### src/rtl/uart_regs_pkg.sv
package uart_regs_pkg;

    localparam int ADDR_W = 3;

    localparam logic [ADDR_W-1:0] A_DATA  = 3'd0;
    localparam logic [ADDR_W-1:0] A_IEN   = 3'd1;
    localparam logic [ADDR_W-1:0] A_IDFC  = 3'd2;
    localparam logic [ADDR_W-1:0] A_LCTL  = 3'd3;
    localparam logic [ADDR_W-1:0] A_LSTAT = 3'd5;

    typedef enum logic [1:0] {
        TRIG_8  = 2'b00,
        TRIG_16 = 2'b01,
        TRIG_56 = 2'b10,
        TRIG_60 = 2'b11
    } rx_trig_e;

    typedef enum logic [2:0] {
        ID_NONE     = 3'b000,
        ID_TX_EMPTY = 3'b001,
        ID_RX_DATA  = 3'b010
    } int_id_e;

    typedef struct packed {
        logic [7:0] data;
        logic       err;
    } rx_entry_t;

    typedef struct packed {
        logic       err_any;
        logic       rsv6;
        logic       tx_empty;
        logic [2:0] rsv4_2;
        logic       overrun;
        logic       data_rdy;
    } lstat_t;

    typedef struct packed {
        logic wr_txd;
        logic wr_ien;
        logic wr_div_lo;
        logic wr_div_hi;
        logic wr_fctl;
        logic wr_lctl;
        logic rd_rxd;
        logic rd_lstat;
    } host_op_t;

    function automatic int trig_level(rx_trig_e t);
        case (t)
            TRIG_8:  return 8;
            TRIG_16: return 16;
            TRIG_56: return 56;
            default: return 60;
        endcase
    endfunction

    function automatic logic [7:0] make_ident(logic fifo_on, int_id_e id, logic pend);
        return {fifo_on, fifo_on, 2'b00, id, ~pend};
    endfunction

endpackage

### src/rtl/uart_host_decode.sv
module uart_host_decode
    import uart_regs_pkg::*;
(
    input  logic [ADDR_W-1:0] addr,
    input  logic              rd,
    input  logic              wr,
    input  logic              dlab,
    output host_op_t          op
);

    always_comb begin
        op = '0;
        case (addr)
            A_DATA: begin
                op.wr_txd    = wr && !dlab;
                op.wr_div_lo = wr && dlab;
                op.rd_rxd    = rd && !dlab;
            end
            A_IEN: begin
                op.wr_ien    = wr && !dlab;
                op.wr_div_hi = wr && dlab;
            end
            A_IDFC:  op.wr_fctl  = wr;
            A_LCTL:  op.wr_lctl  = wr;
            A_LSTAT: op.rd_lstat = rd;
            default: op = '0;
        endcase
    end

endmodule

### src/rtl/uart_byte_fifo.sv
module uart_byte_fifo #(
    parameter int DEPTH = 64,
    parameter int WIDTH = 8,
    parameter int CNT_W = $clog2(DEPTH + 1)
) (
    input  logic             clk,
    input  logic             rst,
    input  logic             clr,
    input  logic [CNT_W-1:0] cap,
    input  logic             push,
    input  logic [WIDTH-1:0] wdata,
    output logic             push_ok,
    input  logic             pop,
    output logic             pop_ok,
    output logic [WIDTH-1:0] rdata,
    output logic [CNT_W-1:0] count,
    output logic             empty
);

    localparam int PTR_W = (DEPTH > 1) ? $clog2(DEPTH) : 1;

    logic [WIDTH-1:0] mem [DEPTH];
    logic [PTR_W-1:0] wr_ptr;
    logic [PTR_W-1:0] rd_ptr;
    logic [CNT_W-1:0] cnt_q;
    logic             full;

    function automatic logic [PTR_W-1:0] bump(logic [PTR_W-1:0] p);
        if (p == PTR_W'(DEPTH - 1)) return '0;
        return p + 1'b1;
    endfunction

    assign empty   = (cnt_q == '0);
    assign full    = (cnt_q >= cap);
    assign pop_ok  = pop && !empty;
    assign push_ok = push && (!full || pop_ok);
    assign rdata   = mem[rd_ptr];
    assign count   = cnt_q;

    always_ff @(posedge clk) begin
        if (rst || clr) begin
            wr_ptr <= '0;
            rd_ptr <= '0;
            cnt_q  <= '0;
        end else begin
            if (push_ok) wr_ptr <= bump(wr_ptr);
            if (pop_ok)  rd_ptr <= bump(rd_ptr);
            case ({push_ok, pop_ok})
                2'b10:   cnt_q <= cnt_q + 1'b1;
                2'b01:   cnt_q <= cnt_q - 1'b1;
                default: cnt_q <= cnt_q;
            endcase
        end
    end

    always_ff @(posedge clk) begin
        if (push_ok && !clr && !rst) mem[wr_ptr] <= wdata;
    end

endmodule

### src/rtl/uart_intr_ident.sv
module uart_intr_ident
    import uart_regs_pkg::*;
#(
    parameter int CNT_W = 7
) (
    input  logic             fifo_on,
    input  logic [1:0]       ien,
    input  rx_trig_e         trig,
    input  logic [CNT_W-1:0] rx_count,
    input  logic             tx_empty,
    output logic             irq,
    output logic [7:0]       ident
);

    logic [CNT_W-1:0] rx_level;
    logic             rx_pend;
    logic             tx_pend;
    int_id_e          id;

    assign rx_level = fifo_on ? CNT_W'(trig_level(trig)) : CNT_W'(1);
    assign rx_pend  = ien[0] && (rx_count >= rx_level);
    assign tx_pend  = ien[1] && tx_empty;
    assign irq      = rx_pend || tx_pend;

    always_comb begin
        if (rx_pend)      id = ID_RX_DATA;
        else if (tx_pend) id = ID_TX_EMPTY;
        else              id = ID_NONE;
    end

    assign ident = make_ident(fifo_on, id, irq);

endmodule

### src/rtl/uart_fifo_regs.sv
module uart_fifo_regs
    import uart_regs_pkg::*;
#(
    parameter int DEPTH = 64
) (
    input  logic        clk,
    input  logic        rst,
    input  logic [2:0]  host_addr,
    input  logic        host_rd,
    input  logic        host_wr,
    input  logic [7:0]  host_wdata,
    output logic [7:0]  host_rdata,
    output logic        irq,
    input  logic        rx_push,
    input  logic [7:0]  rx_byte,
    input  logic        rx_err_in,
    input  logic        tx_pop,
    output logic [7:0]  tx_byte,
    output logic        tx_avail,
    output logic [15:0] baud_div,
    output logic [6:0]  frame_cfg
);

    localparam int CNT_W   = $clog2(DEPTH + 1);
    localparam int ENTRY_W = $bits(rx_entry_t);

    host_op_t         op;
    logic             fifo_on_q;
    rx_trig_e         trig_q;
    logic [1:0]       ien_q;
    logic [7:0]       lctl_q;
    logic [15:0]      div_q;
    logic             ovr_q;
    logic [CNT_W-1:0] err_cnt_q;

    logic             en_change;
    logic             rx_clr;
    logic             tx_clr;
    logic [CNT_W-1:0] cap;

    rx_entry_t        rx_in;
    rx_entry_t        rx_head;
    logic [ENTRY_W-1:0] rx_head_raw;
    logic             rx_push_ok;
    logic             rx_pop_ok;
    logic [CNT_W-1:0] rx_count;
    logic             rx_empty;

    logic [7:0]       tx_head;
    logic             tx_push_ok;
    logic             tx_pop_ok;
    logic [CNT_W-1:0] tx_count;
    logic             tx_empty;

    logic [7:0]       ident;
    lstat_t           lsr;

    uart_host_decode u_decode (
        .addr (host_addr),
        .rd   (host_rd),
        .wr   (host_wr),
        .dlab (lctl_q[7]),
        .op   (op)
    );

    assign en_change = op.wr_fctl && (host_wdata[0] != fifo_on_q);
    assign rx_clr    = (op.wr_fctl && host_wdata[1]) || en_change;
    assign tx_clr    = (op.wr_fctl && host_wdata[2]) || en_change;
    assign cap       = fifo_on_q ? CNT_W'(DEPTH) : CNT_W'(1);

    assign rx_in.data = rx_byte;
    assign rx_in.err  = rx_err_in;
    assign rx_head    = rx_entry_t'(rx_head_raw);

    uart_byte_fifo #(.DEPTH(DEPTH), .WIDTH(ENTRY_W), .CNT_W(CNT_W)) u_rx_fifo (
        .clk     (clk),
        .rst     (rst),
        .clr     (rx_clr),
        .cap     (cap),
        .push    (rx_push),
        .wdata   (rx_in),
        .push_ok (rx_push_ok),
        .pop     (op.rd_rxd),
        .pop_ok  (rx_pop_ok),
        .rdata   (rx_head_raw),
        .count   (rx_count),
        .empty   (rx_empty)
    );

    uart_byte_fifo #(.DEPTH(DEPTH), .WIDTH(8), .CNT_W(CNT_W)) u_tx_fifo (
        .clk     (clk),
        .rst     (rst),
        .clr     (tx_clr),
        .cap     (cap),
        .push    (op.wr_txd),
        .wdata   (host_wdata),
        .push_ok (tx_push_ok),
        .pop     (tx_pop),
        .pop_ok  (tx_pop_ok),
        .rdata   (tx_head),
        .count   (tx_count),
        .empty   (tx_empty)
    );

    uart_intr_ident #(.CNT_W(CNT_W)) u_ident (
        .fifo_on  (fifo_on_q),
        .ien      (ien_q),
        .trig     (trig_q),
        .rx_count (rx_count),
        .tx_empty (tx_empty),
        .irq      (irq),
        .ident    (ident)
    );

    always_ff @(posedge clk) begin
        if (rst) begin
            fifo_on_q <= 1'b0;
            trig_q    <= TRIG_8;
            ien_q     <= '0;
            lctl_q    <= '0;
            div_q     <= '0;
            ovr_q     <= 1'b0;
        end else begin
            if (op.wr_fctl) begin
                fifo_on_q <= host_wdata[0];
                trig_q    <= rx_trig_e'(host_wdata[7:6]);
            end
            if (op.wr_ien)    ien_q       <= host_wdata[1:0];
            if (op.wr_lctl)   lctl_q      <= host_wdata;
            if (op.wr_div_lo) div_q[7:0]  <= host_wdata;
            if (op.wr_div_hi) div_q[15:8] <= host_wdata;
            if (rx_push && !rx_push_ok && !rx_clr) ovr_q <= 1'b1;
            else if (op.rd_lstat)                  ovr_q <= 1'b0;
        end
    end

    // Count of errored bytes still held in the receive queue
    always_ff @(posedge clk) begin
        if (rst || rx_clr) begin
            err_cnt_q <= '0;
        end else begin
            case ({rx_push_ok && rx_err_in, rx_pop_ok && rx_head.err})
                2'b10:   err_cnt_q <= err_cnt_q + 1'b1;
                2'b01:   err_cnt_q <= err_cnt_q - 1'b1;
                default: err_cnt_q <= err_cnt_q;
            endcase
        end
    end

    always_comb begin
        lsr          = '0;
        lsr.data_rdy = !rx_empty;
        lsr.overrun  = ovr_q;
        lsr.tx_empty = tx_empty;
        lsr.err_any  = (err_cnt_q != '0);
    end

    always_comb begin
        case (host_addr)
            A_DATA:  host_rdata = lctl_q[7] ? div_q[7:0]
                                : (rx_empty ? 8'h00 : rx_head.data);
            A_IEN:   host_rdata = lctl_q[7] ? div_q[15:8] : {6'b0, ien_q};
            A_IDFC:  host_rdata = ident;
            A_LCTL:  host_rdata = lctl_q;
            A_LSTAT: host_rdata = lsr;
            default: host_rdata = 8'h00;
        endcase
    end

    assign tx_byte   = tx_empty ? 8'h00 : tx_head;
    assign tx_avail  = !tx_empty;
    assign baud_div  = div_q;
    assign frame_cfg = lctl_q[6:0];

endmodule

### config.mk
export PLATFORM = sky130hd
export DESIGN_NAME = uart_fifo_regs
export DESIGN_NICKNAME = d
export VERILOG_FILES = /design/src/rtl/uart_regs_pkg.sv /design/src/rtl/uart_host_decode.sv /design/src/rtl/uart_byte_fifo.sv /design/src/rtl/uart_intr_ident.sv /design/src/rtl/uart_fifo_regs.sv
export SDC_FILE = /design/constraint.sdc
export NUM_CORES = 1
export LEC_CHECK = 0
export BUFFER_PORTS_ARGS = -buffer_cell sky130_fd_sc_hd__buf_4
export CAP_MARGIN = 30
export CORE_ASPECT_RATIO = 1.5
export CORE_MARGIN = 2
export CORE_UTILIZATION = 55
export CTS_CLUSTER_SIZE = 14
export DETAILED_ROUTE_END_ITERATION = 10
export GPL_TIMING_DRIVEN = 0
export HOLD_SLACK_MARGIN = 0.05
export PLACE_DENSITY = 0.82
export SYNTH_ARGS = -nofsm -noshare
export SYNTH_HDL_FRONTEND = slang
export SYNTH_SLANG_ARGS = --single-unit
### constraint.sdc
create_clock -name clk -period 9.5 [get_ports clk]
set_input_delay 1.425 -clock clk [delete_from_list [all_inputs] [get_ports clk]]
set_output_delay 1.425 -clock clk [all_outputs]
set_load 0.02 [all_outputs]
==> metrics.yaml <==
floorplanning:
  ios: 67
  initial_core_util: 0.556
  row_count: 130
  die_area_sq_um: 87200
  die_x_microns: 242
  die_y_microns: 361
  coreArea_sq_um: 83900
final_layout:
  nets: 2654
  multiInputGateArea_sq_um: 11600
  drive_above_1_share: 0.225
  fin_area_sq_um: 52100
  area.sequential_sq_um: 34400
  area_growth_pct: 11.6
  fillers: 5593
  layout_common_cells: "edfxtp_1, mux4_2, nor2_1"
  final_common_cell: "edfxtp_1"
  finish.utilization: 0.620
  fin_cells: 3803
logic_synthesis:
  yosys_warnings: 0
  synth_edf_count: 1088
  async_flop_share: 0
  ys_seq_area_frac: 0.738
  ys_ff_latch: 1175
  synth_fp_nets: 2459
  synthesis.instances: 2401
  syn_area_sq_um: 46600
  yosys.area.top_type: "edfxtp_1"
  postSynthAreaPerCell_sq_um: 19.4
  ys.flop_type: "edfxtp_1"
  yosys-top-cells-area: "edfxtp_1, mux4_2, dfxtp_1, nor2_1, mux2i_1"
  synth_top_area_frac: 0.700
  synth_cell_type_count: 68
worst_setup_path:
  critPathArrivalTime_ns: 4.82
  critical_path_class: "flop to output port"
  cp-end-kind: "output port"
  cp.required_ns: 8.08
  cp-start-kind: "flop"
  cp_max_fo: 10
placed_design:
  placed_cells: 3600
  post-place-ws_ns: 3.43
  place_congestion: 0.994
  dp_hpwl_mm: 81.7
  numPortBuffers: 64
  place_area_sq_um: 48700
power:
  ir_drop_uv: 212
  powerDensity_nw_per_um2: 212
  leakagePower_nw: 16.0
  p_total_mw: 11.0
sta:
  setup_ws_ns: 3.26
  fin_skew_ns: 0.0379
  fmaxAchievable_mhz: 160
  report.final.hold_viol_count: 0
  drv_slew: 0
  relSlewSlack: 0.248
  setup_viol: 0
  setup_tns_ns: 0
  fin_crit_ns: 6.24
  whs_ns: 0.476
  worst_slew_pin_slew_ns: 1.13
  rsz0062_at_grt: "no"
  min_period_over_period: 0.657
clock_tree:
  clk_latency_ns: 0.69
  cts_buffers: 104
  clockBufferDepth: 3
  clk_pin_slew_ns: 0.06
  cts_root_buffer: "clkbuf_16"
  cts-resized-gates: 0
  cts.htree.levels: 3
  cts_setup_buffers: 0
  cts_tree: "done"
  ctsHoldBuffers: 0
  cts_sinks: 1175
grt:
  grt_pass1_vias: 26257
  grt.total_usage: 0.287
  grt_max_degree: 71
  grt_pass1_wl_mm: 179
  grt-ovfl-total: 0
  antenna_found_initial: 2
route:
  via_count: 25318
  detail_route.wl_per_cell_microns: 32.7
  first_pass_iters: 6
  routed_via_density: 6.66
  drt_iter0_markers: 3150
  finalWirelength_mm: 125
  drcViolationCount: 0
  postRouteAntennaNets: 0
worst_hold_path:
  min_path_type: "flop to flop"
flow_run:
  maxCapViolations: 0
run_status:
  outcome: "finished clean"
## final cells by class
type / count / area share
sequential: 1175 / 0.661
multi-input combinational: 1069 / 0.222
clock buffer: 146 / 0.0542
tap: 1122 / 0.0270
timing repair buffer: 89 / 0.0155
buffer: 130 / 0.0106
clock inverter: 43 / 0.00740
inverter: 27 / 0.00199
antenna: 2 / 0.0000961
## sequential cells by signal (all words and copies together) (netlist names), named ones only
register          flops
u_rx_fifo.count       7
u_tx_fifo.rd_ptr      6
u_tx_fifo.count       7
u_tx_fifo.mem       512
ien_q                 2
ovr_q                 1
err_cnt_q             7
baud_div             16
u_tx_fifo.wr_ptr      6
lctl_q                8
fifo_on_q             1
trig_q                2
u_rx_fifo.wr_ptr      6
u_rx_fifo.mem       576
u_rx_fifo.rd_ptr      6
## worst max-delay path, cell delays in order, from the launching register on
cell and delay [ns]:
dfxtp_1 0.31, buf_2 0.35, buf_1 0.68, clkbuf_1 0.72, buf_2 0.51, mux4_2 0.27, o22ai_1 0.09, o31ai_1 0.61
nand2_1 0.19, nand3_1 0.20, buf_4 0.18
## Yosys cell counts (4+ instances only)
library cell  count
or3_1             7
o211ai_1          6
or4_1             4
or2_2             4
nor2_1          198
nand3b_1          6
a221oi_1          5
nor4_1            4
a21o_1            5
a211oi_1         14
mux2i_1          53
buf_2            28
mux4_2          311
or3b_2            6
o21ai_0          40
dfxtp_1          87
mux2_2            8
xor2_1           11
buf_1            31
clkbuf_1         67
inv_1            25
o31ai_1           4
or4_4             4
o22ai_1          18
nor2_2            9
a21oi_1          57
and3_1            6
a22oi_1          18
xnor2_1           9
ha_1             29
nor3_1           16
nand2_1          92
buf_6             4
edfxtp_1       1088
nand2b_1         11
nand3_1          29
nor3b_1           7
nand4_1          11
nor2b_1          22
## routing by layer
metal / share of wire / routed length (microns) / track usage
met5: 0.00017 / 21 / 0
met4: 0.083 / 10400 / 0.202
met3: 0.10 / 13000 / 0.0759
met2: 0.51 / 63400 / 0.495
met1: 0.30 / 37700 / 0.307
## kinds of logic after synthesis
logic type | after synthesis | synth area share
DFF | 1175 | 0.738
and+or+nand+nor | 443 | 0.0442
adders and majority gates | 32 | 0.00907
buffers and inverters | 157 | 0.0141
xor gates and xnor gates | 20 | 0.00376
muxes | 372 | 0.163
AOI/OAI and AO/OA | 202 | 0.0278
## path summary, 6_finish.rpt
| path | cells after the start | endpoint | slack [ns] | from |
|---|---|---|---|---|
| worst max-delay path | 10 | host_rdata[4] | 3.26 | flop |
| worst min-delay path | 2 | lctl_q[6] | 0.48 | lctl_q[6] |
| worst max register to register | 17 | err_cnt_q[6] | 3.38 | flop |
| worst min register to register | 2 | lctl_q[6] | 0.48 | lctl_q[6] |
## power by group
group	switching [mW]	internal [mW]
Sequential	0.0297	5.68
Combinational	0.725	0.544
Clock	1.82	2.21
Power figures use the tool's default switching activity.
